--- src/rtl/ahbm_pkg.sv ---
package ahbm_pkg;

    localparam int BUS_W  = 32;
    localparam int LANES  = BUS_W / 8;
    localparam int OFF_W  = $clog2(LANES);

    typedef enum logic [1:0] {
        TR_IDLE = 2'b00,
        TR_BUSY = 2'b01,
        TR_NSEQ = 2'b10,
        TR_SEQ  = 2'b11
    } trans_e;

    localparam logic [2:0] SZ_BYTE = 3'b000;
    localparam logic [2:0] SZ_HALF = 3'b001;
    localparam logic [2:0] SZ_WORD = 3'b010;

endpackage

--- src/rtl/ahbm_phase_ctrl.sv ---
module ahbm_phase_ctrl
    import ahbm_pkg::*;
#(
    parameter int IDX_W       = 4,
    parameter int WAIT_CYCLES = 2
) (
    input  logic             clk,
    input  logic             rst_n,
    input  logic             hsel,
    input  logic             hready,
    input  logic [1:0]       htrans,
    input  logic             hwrite,
    input  logic [2:0]       hsize,
    input  logic [IDX_W-1:0] a_idx,
    input  logic [OFF_W-1:0] a_off,
    output logic             hreadyout,
    output logic             dp_read,
    output logic             dp_commit,
    output logic [IDX_W-1:0] dp_idx,
    output logic [2:0]       dp_size,
    output logic [OFF_W-1:0] dp_off
);

    localparam int WAIT_W = (WAIT_CYCLES < 1) ? 1 : $clog2(WAIT_CYCLES + 1);
    localparam logic [WAIT_W-1:0] WAIT_LOAD = WAIT_W'(WAIT_CYCLES);

    typedef struct packed {
        logic              active;
        logic              write;
        logic [2:0]        size;
        logic [OFF_W-1:0]  off;
        logic [IDX_W-1:0]  idx;
        logic [WAIT_W-1:0] cnt;
    } phase_t;

    phase_t st_d, st_q;
    logic   stall;
    logic   accept;

    always_comb begin
        st_d   = st_q;
        stall  = st_q.active && (st_q.cnt != '0);
        accept = hsel && hready &&
                 ((htrans == TR_NSEQ) || (htrans == TR_SEQ));
        if (stall) begin
            st_d.cnt = st_q.cnt - 1'b1;
        end else if (hready) begin
            st_d.active = accept;
            if (accept) begin
                st_d.write = hwrite;
                st_d.size  = hsize;
                st_d.off   = a_off;
                st_d.idx   = a_idx;
                st_d.cnt   = WAIT_LOAD;
            end
        end
    end

    always_ff @(posedge clk or negedge rst_n) begin
        if (!rst_n) begin
            st_q <= '0;
        end else begin
            st_q <= st_d;
        end
    end

    assign hreadyout = !stall;
    assign dp_read   = st_q.active && !st_q.write;
    assign dp_commit = st_q.active && st_q.write && !stall && hready;
    assign dp_idx    = st_q.idx;
    assign dp_size   = st_q.size;
    assign dp_off    = st_q.off;

    // IDLE and BUSY never open a data phase
    assert_idle_busy_quiet_R2: assert property (@(posedge clk) disable iff (!rst_n)
        (hreadyout && hready && ((htrans == TR_IDLE) || (htrans == TR_BUSY)))
        |=> !st_q.active);

    // without select and ready nothing is captured from an idle state
    assert_capture_gate_R3: assert property (@(posedge clk) disable iff (!rst_n)
        (!st_q.active && !(hsel && hready)) |=> !st_q.active);

    // first data-phase cycle stalls exactly when waits are configured
    assert_wait_start_R4: assert property (@(posedge clk) disable iff (!rst_n)
        (hreadyout && hready && hsel && htrans[1])
        |=> (hreadyout == (WAIT_CYCLES == 0)));

    // captured control is held while stalled
    assert_hold_ctrl_R4: assert property (@(posedge clk) disable iff (!rst_n)
        !hreadyout |=> ($stable(st_q.idx) && $stable(st_q.write) &&
                        $stable(st_q.size) && $stable(st_q.off)));

endmodule

--- src/rtl/ahbm_lane_strobe.sv ---
module ahbm_lane_strobe
    import ahbm_pkg::*;
(
    input  logic [2:0]       size,
    input  logic [OFF_W-1:0] off,
    output logic [LANES-1:0] strb
);

    for (genvar l = 0; l < LANES; l++) begin : g_lane
        localparam logic [OFF_W-1:0] LANE_ID = OFF_W'(l);
        assign strb[l] = (size == SZ_BYTE) ? (off == LANE_ID) :
                         (size == SZ_HALF) ? ((off >> 1) == (LANE_ID >> 1)) :
                                             1'b1;
    end

endmodule

--- src/rtl/ahbm_word_store.sv ---
module ahbm_word_store
    import ahbm_pkg::*;
#(
    parameter int DEPTH = 16,
    parameter int IDX_W = 4
) (
    input  logic             clk,
    input  logic             rst_n,
    input  logic             we,
    input  logic [LANES-1:0] strb,
    input  logic [IDX_W-1:0] idx,
    input  logic [BUS_W-1:0] wdata,
    output logic [BUS_W-1:0] rdata
);

    logic [DEPTH-1:0][BUS_W-1:0] mem_d, mem_q;

    always_comb begin
        mem_d = mem_q;
        if (we) begin
            for (int l = 0; l < LANES; l++) begin
                if (strb[l]) begin
                    mem_d[idx][8*l +: 8] = wdata[8*l +: 8];
                end
            end
        end
    end

    always_ff @(posedge clk or negedge rst_n) begin
        if (!rst_n) begin
            mem_q <= '0;
        end else begin
            mem_q <= mem_d;
        end
    end

    assign rdata = mem_q[idx];

    // the store only changes on a completing write
    assert_quiet_store_R6: assert property (@(posedge clk) disable iff (!rst_n)
        !we |=> $stable(mem_q));

endmodule

--- src/rtl/ahb_wait_mem.sv ---
module ahb_wait_mem
    import ahbm_pkg::*;
#(
    parameter int ADDR_W      = 32,
    parameter int DEPTH       = 16,
    parameter int WAIT_CYCLES = 2
) (
    input  logic              clk,
    input  logic              rst_n,
    input  logic              hsel,
    input  logic [ADDR_W-1:0] haddr,
    input  logic [1:0]        htrans,
    input  logic              hwrite,
    input  logic [2:0]        hsize,
    input  logic [BUS_W-1:0]  hwdata,
    input  logic              hready,
    output logic              hreadyout,
    output logic              hresp,
    output logic [BUS_W-1:0]  hrdata
);

    localparam int IDX_W = (DEPTH < 2) ? 1 : $clog2(DEPTH);

    logic [IDX_W-1:0] a_idx;
    logic [OFF_W-1:0] a_off;
    logic             dp_read;
    logic             dp_commit;
    logic [IDX_W-1:0] dp_idx;
    logic [2:0]       dp_size;
    logic [OFF_W-1:0] dp_off;
    logic [LANES-1:0] strb;
    logic [BUS_W-1:0] word;

    assign a_idx = IDX_W'((haddr >> OFF_W) % DEPTH);
    assign a_off = haddr[OFF_W-1:0];

    ahbm_phase_ctrl #(
        .IDX_W       (IDX_W),
        .WAIT_CYCLES (WAIT_CYCLES)
    ) u_ctrl (
        .clk       (clk),
        .rst_n     (rst_n),
        .hsel      (hsel),
        .hready    (hready),
        .htrans    (htrans),
        .hwrite    (hwrite),
        .hsize     (hsize),
        .a_idx     (a_idx),
        .a_off     (a_off),
        .hreadyout (hreadyout),
        .dp_read   (dp_read),
        .dp_commit (dp_commit),
        .dp_idx    (dp_idx),
        .dp_size   (dp_size),
        .dp_off    (dp_off)
    );

    ahbm_lane_strobe u_strb (
        .size (dp_size),
        .off  (dp_off),
        .strb (strb)
    );

    ahbm_word_store #(
        .DEPTH (DEPTH),
        .IDX_W (IDX_W)
    ) u_store (
        .clk   (clk),
        .rst_n (rst_n),
        .we    (dp_commit),
        .strb  (strb),
        .idx   (dp_idx),
        .wdata (hwdata),
        .rdata (word)
    );

    assign hrdata = dp_read ? word : '0;
    assign hresp  = 1'b0;

    // a byte write touches exactly one lane
    assert_byte_one_lane_R7: assert property (@(posedge clk) disable iff (!rst_n)
        (dp_commit && (dp_size == SZ_BYTE)) |-> ($countones(strb) == 1));

    // a halfword write touches exactly two lanes
    assert_half_two_lanes_R8: assert property (@(posedge clk) disable iff (!rst_n)
        (dp_commit && (dp_size == SZ_HALF)) |-> ($countones(strb) == 2));

    // the store never changes while the data phase is stalled
    assert_no_write_in_wait_R4: assert property (@(posedge clk) disable iff (!rst_n)
        !hreadyout |-> !dp_commit);

endmodule

--- config.mk ---
export PLATFORM = sky130hd
export DESIGN_NAME = ahb_wait_mem
export DESIGN_NICKNAME = d
export VERILOG_FILES = /design/src/rtl/ahbm_pkg.sv /design/src/rtl/ahbm_phase_ctrl.sv /design/src/rtl/ahbm_lane_strobe.sv /design/src/rtl/ahbm_word_store.sv /design/src/rtl/ahb_wait_mem.sv
export SDC_FILE = /design/constraint.sdc
export NUM_CORES = 1
export LEC_CHECK = 0
export CORE_UTILIZATION = 50
export DETAILED_ROUTE_END_ITERATION = 12
export PLACE_DENSITY = 0.71
export SYNTH_ARGS = -nofsm -noshare
export SYNTH_HDL_FRONTEND = slang
export SYNTH_SLANG_ARGS = --single-unit
--- constraint.sdc ---
create_clock -name clk -period 4.6 [get_ports clk]
set_input_delay 0.92 -clock clk [delete_from_list [all_inputs] [get_ports clk]]
set_output_delay 0.92 -clock clk [all_outputs]
set_load 0.01 [all_outputs]
==> impl_metrics.json <==
{
  "antenna_found_initial": 1,
  "path_max_fanout": 18,
  "htree_levels": 2,
  "setup-tns-final_ns": 0,
  "clock_path_buffers": 3,
  "start_util_pct": 50.7,
  "cts_setup_buffers": 0,
  "drtIter0Drc": 838,
  "viasPerCell": 5.95,
  "drv_slew": 0,
  "ir_drop_mv": 0.388,
  "synthDistinctLibCells": 30,
  "register_area_um2": 13100,
  "antenna_cells": 0,
  "grt_start_max_net_pins": 109,
  "grt_overflow_total": 0,
  "synth_mux_area_share_pct": 35.4,
  "netlist_top_cells_area": "dfrtp_1 (54%), mux2_2 (24%), mux4_2 (6.0%)",
  "syn-cell-area_um2": 24200,
  "synth_top_cell_by_area": "dfrtp_1",
  "cts_tree": "yes",
  "r2r_start": "u_ctrl.dp_idx[0]$_DFFE_PN0P_",
  "fillers": 3751,
  "syn_avg_cell_area_um2": 14.9,
  "hold_viol": 0,
  "finalPower_mw": 15.1,
  "stdcell_count": 2340,
  "cts_resized": 0,
  "relSlewSlack_pct": 25.9,
  "worstMarginPinSlew_ns": 1.11,
  "chipHeight_um": 222,
  "cts-buffers-inserted": 55,
  "status": "completed",
  "multi_input_area_um2": 10500,
  "finalSetupViolations": 0,
  "synth_compound_area_share_pct": 3.88,
  "cp-startpoint": "u_ctrl.dp_idx[1]$_DFFE_PN0P_",
  "synth-simple-area-share_pct": 3.99,
  "syn_to_final_growth_pct": 13.4,
  "r2r_slack_ns": 1.41,
  "cts_sinks": 525,
  "worstPathRequired_ns": 3.68,
  "num_io_pins": 108,
  "drc": 0,
  "hold_slack_ns": 0.403,
  "fin_nets": 1758,
  "synth_nets": 1701,
  "firstDrtPassIters": 4,
  "finalCritPeriodShare_pct": 93.9,
  "core_area_um2": 47700,
  "wl_per_cell_um": 23.1,
  "clk_latency_ns": 0.60,
  "fin_area_um2": 27500,
  "post_cts_hold_buffer_count": 0,
  "grtUsageTotal_pct": 22.5,
  "drv_cap": 0,
  "place_area_um2": 25600,
  "cp-start-kind": "flip-flop",
  "p_leak_nw": 13.2,
  "yosysSeqAreaShare_pct": 54.3,
  "worst_hold_path_type": "in2async",
  "fin_crit_ns": 4.32,
  "rows": 80,
  "dp_cells": 2240,
  "grt_pass1_vias": 15100,
  "ant_nets": 0,
  "synth_top_area_share_pct": 54.3,
  "drive_gt1_share_pct": 44.8,
  "ys_ff_latch": 525,
  "routed_wl_mm": 54.0,
  "ys_warn_count": 0,
  "finClkSkew_ns": 0.0112,
  "root_buffer": "clkbuf_16",
  "endpoint_kind": "primary output",
  "dieArea_um2": 49300,
  "reg2regPathDepth": 6,
  "port_buffers": 79,
  "finalWeightedCongestion": 0.752,
  "grt_pass1_wl_mm": 86.5,
  "fmax_mhz": 231,
  "rr_endpoint": "u_store.mem_q[61]$_DFFE_PN0P_",
  "synth_xor_area_share_pct": 0,
  "clk_pin_slew_ns": 0.06,
  "rsz0062_at_grt": "false",
  "synthCells": 1626,
  "dieWidth_um": 222,
  "critPathKind": "reg2out",
  "synth_top_family_by_area": "multiplexers",
  "p_per_area_nw_per_um2": 550,
  "hpwl_mm": 33.9,
  "vias": 13900,
  "synthAdderAreaFrac_pct": 0.0517,
  "cp.arrival_ns": 3.40
}
==> placed cells by master, fill, tap and decap left out, types with 11 or more instances in the layout <==
cell type	instances
a22oi_1	96
and3_1	13
buf_4	30
clkbuf_1	14
clkbuf_16	57
clkbuf_8	14
clkdlybuf4s50_1	78
clkinv_2	11
dfrtp_1	523
mux2_2	519
mux2i_1	128
mux4_2	64
nand2_1	38
nand3_2	37
o21ai_0	35
==> worst max-delay path, cell delays in order (launching register included) <==
cell and delay (ns):
dfrtp_4 0.62, and2_1 0.93, buf_4 0.36, a22oi_1 0.10, nand2_1 0.14, o21ai_0 0.12, clkdlybuf4s50_1 0.54
==> registers in the layout, indices dropped and copies added, names as in the netlist <==
| register | cells |
|---|---|
| u_store.mem_q | 512 |
| u_ctrl.dp_idx | 4 |
| u_ctrl.st_q | 4 |
| u_ctrl.dp_size | 3 |
| u_ctrl.dp_off | 2 |
==> synth_stat cells <==
master and n:
a22oi_1 96, a31oi_1 1, mux2i_1 128, and2_1 2, nand4_2 1, and3b_1 2
mux2_2 519, buf_2 39, dfrtp_1 525, nand3_1 6, mux4_2 64, buf_6 1
and3_1 13, nor2_1 5, o21ai_1 2, nor3_4 2, nand2_1 38, nor2b_1 6
conb_1 1, clkbuf_1 66, nand3_2 37, or3b_2 1, o21ai_0 35, inv_1 6
nor3_2 2, nand2b_1 1, nand3_4 10, buf_4 13, ha_1 1, o21ai_2 3
==> worst max-delay path by stage <==
stage / slack [ns] / to
2_1_floorplan: 1.88 / hrdata[23]
3_3_place_gp: 0.70 / hrdata[12]
3_5_place_dp: 0.73 / hrdata[15]
4_1_cts: 0.08 / hrdata[12]
5_1_grt: 0.16 / hrdata[31]
6_report: 0.28 / hrdata[17]
==> through the flow <==
stage / worst slack [ns] / util (%)
3_3_place_gp: 0.704 / 53.7
6_report: 0.279 / 57.5
4_1_cts: 0.0756 / 57.5
2_1_floorplan: 1.88 / -
5_1_grt: 0.156 / 57.5
3_5_place_dp: 0.733 / 53.7
==> power breakdown <==
group	internal [mW]	switching (mW)	total (mW)
logic	2.15	2.32	4.47
clock network	2.59	1.78	4.37
registers	5.62	0.617	6.24
==> routing by layer <==
metal  up-vias  track usage (%)  routed length (um)
met4         0             6.74                1160
li1       6169                -                   -
met2       194             37.7               27000
met5         -                0                   0
met3        82             2.82                1590
met1      7487             30.8               24300
==> final cells by class <==
class,instances,share of cell area (%)
clock buffers,85,6.09
clock inverters,14,0.447
inverters,6,0.0820
multi-input cells,976,38.2
flip-flops and latches,525,47.9
well taps,615,2.80
repair buffers,119,4.45
==> kinds of logic after synthesis <==
| kind of cell | after synthesis |
|---|---|
| AND/OR/NAND/NOR | 126 |
| other | 1 |
| flip-flops | 525 |
| buffers and inverters | 125 |
| multiplexers | 711 |
| adder cells (fa/ha/maj) | 1 |
| AO/OA/AOI/OAI | 137 |
Note: power is estimated with default switching activity, not from simulation.
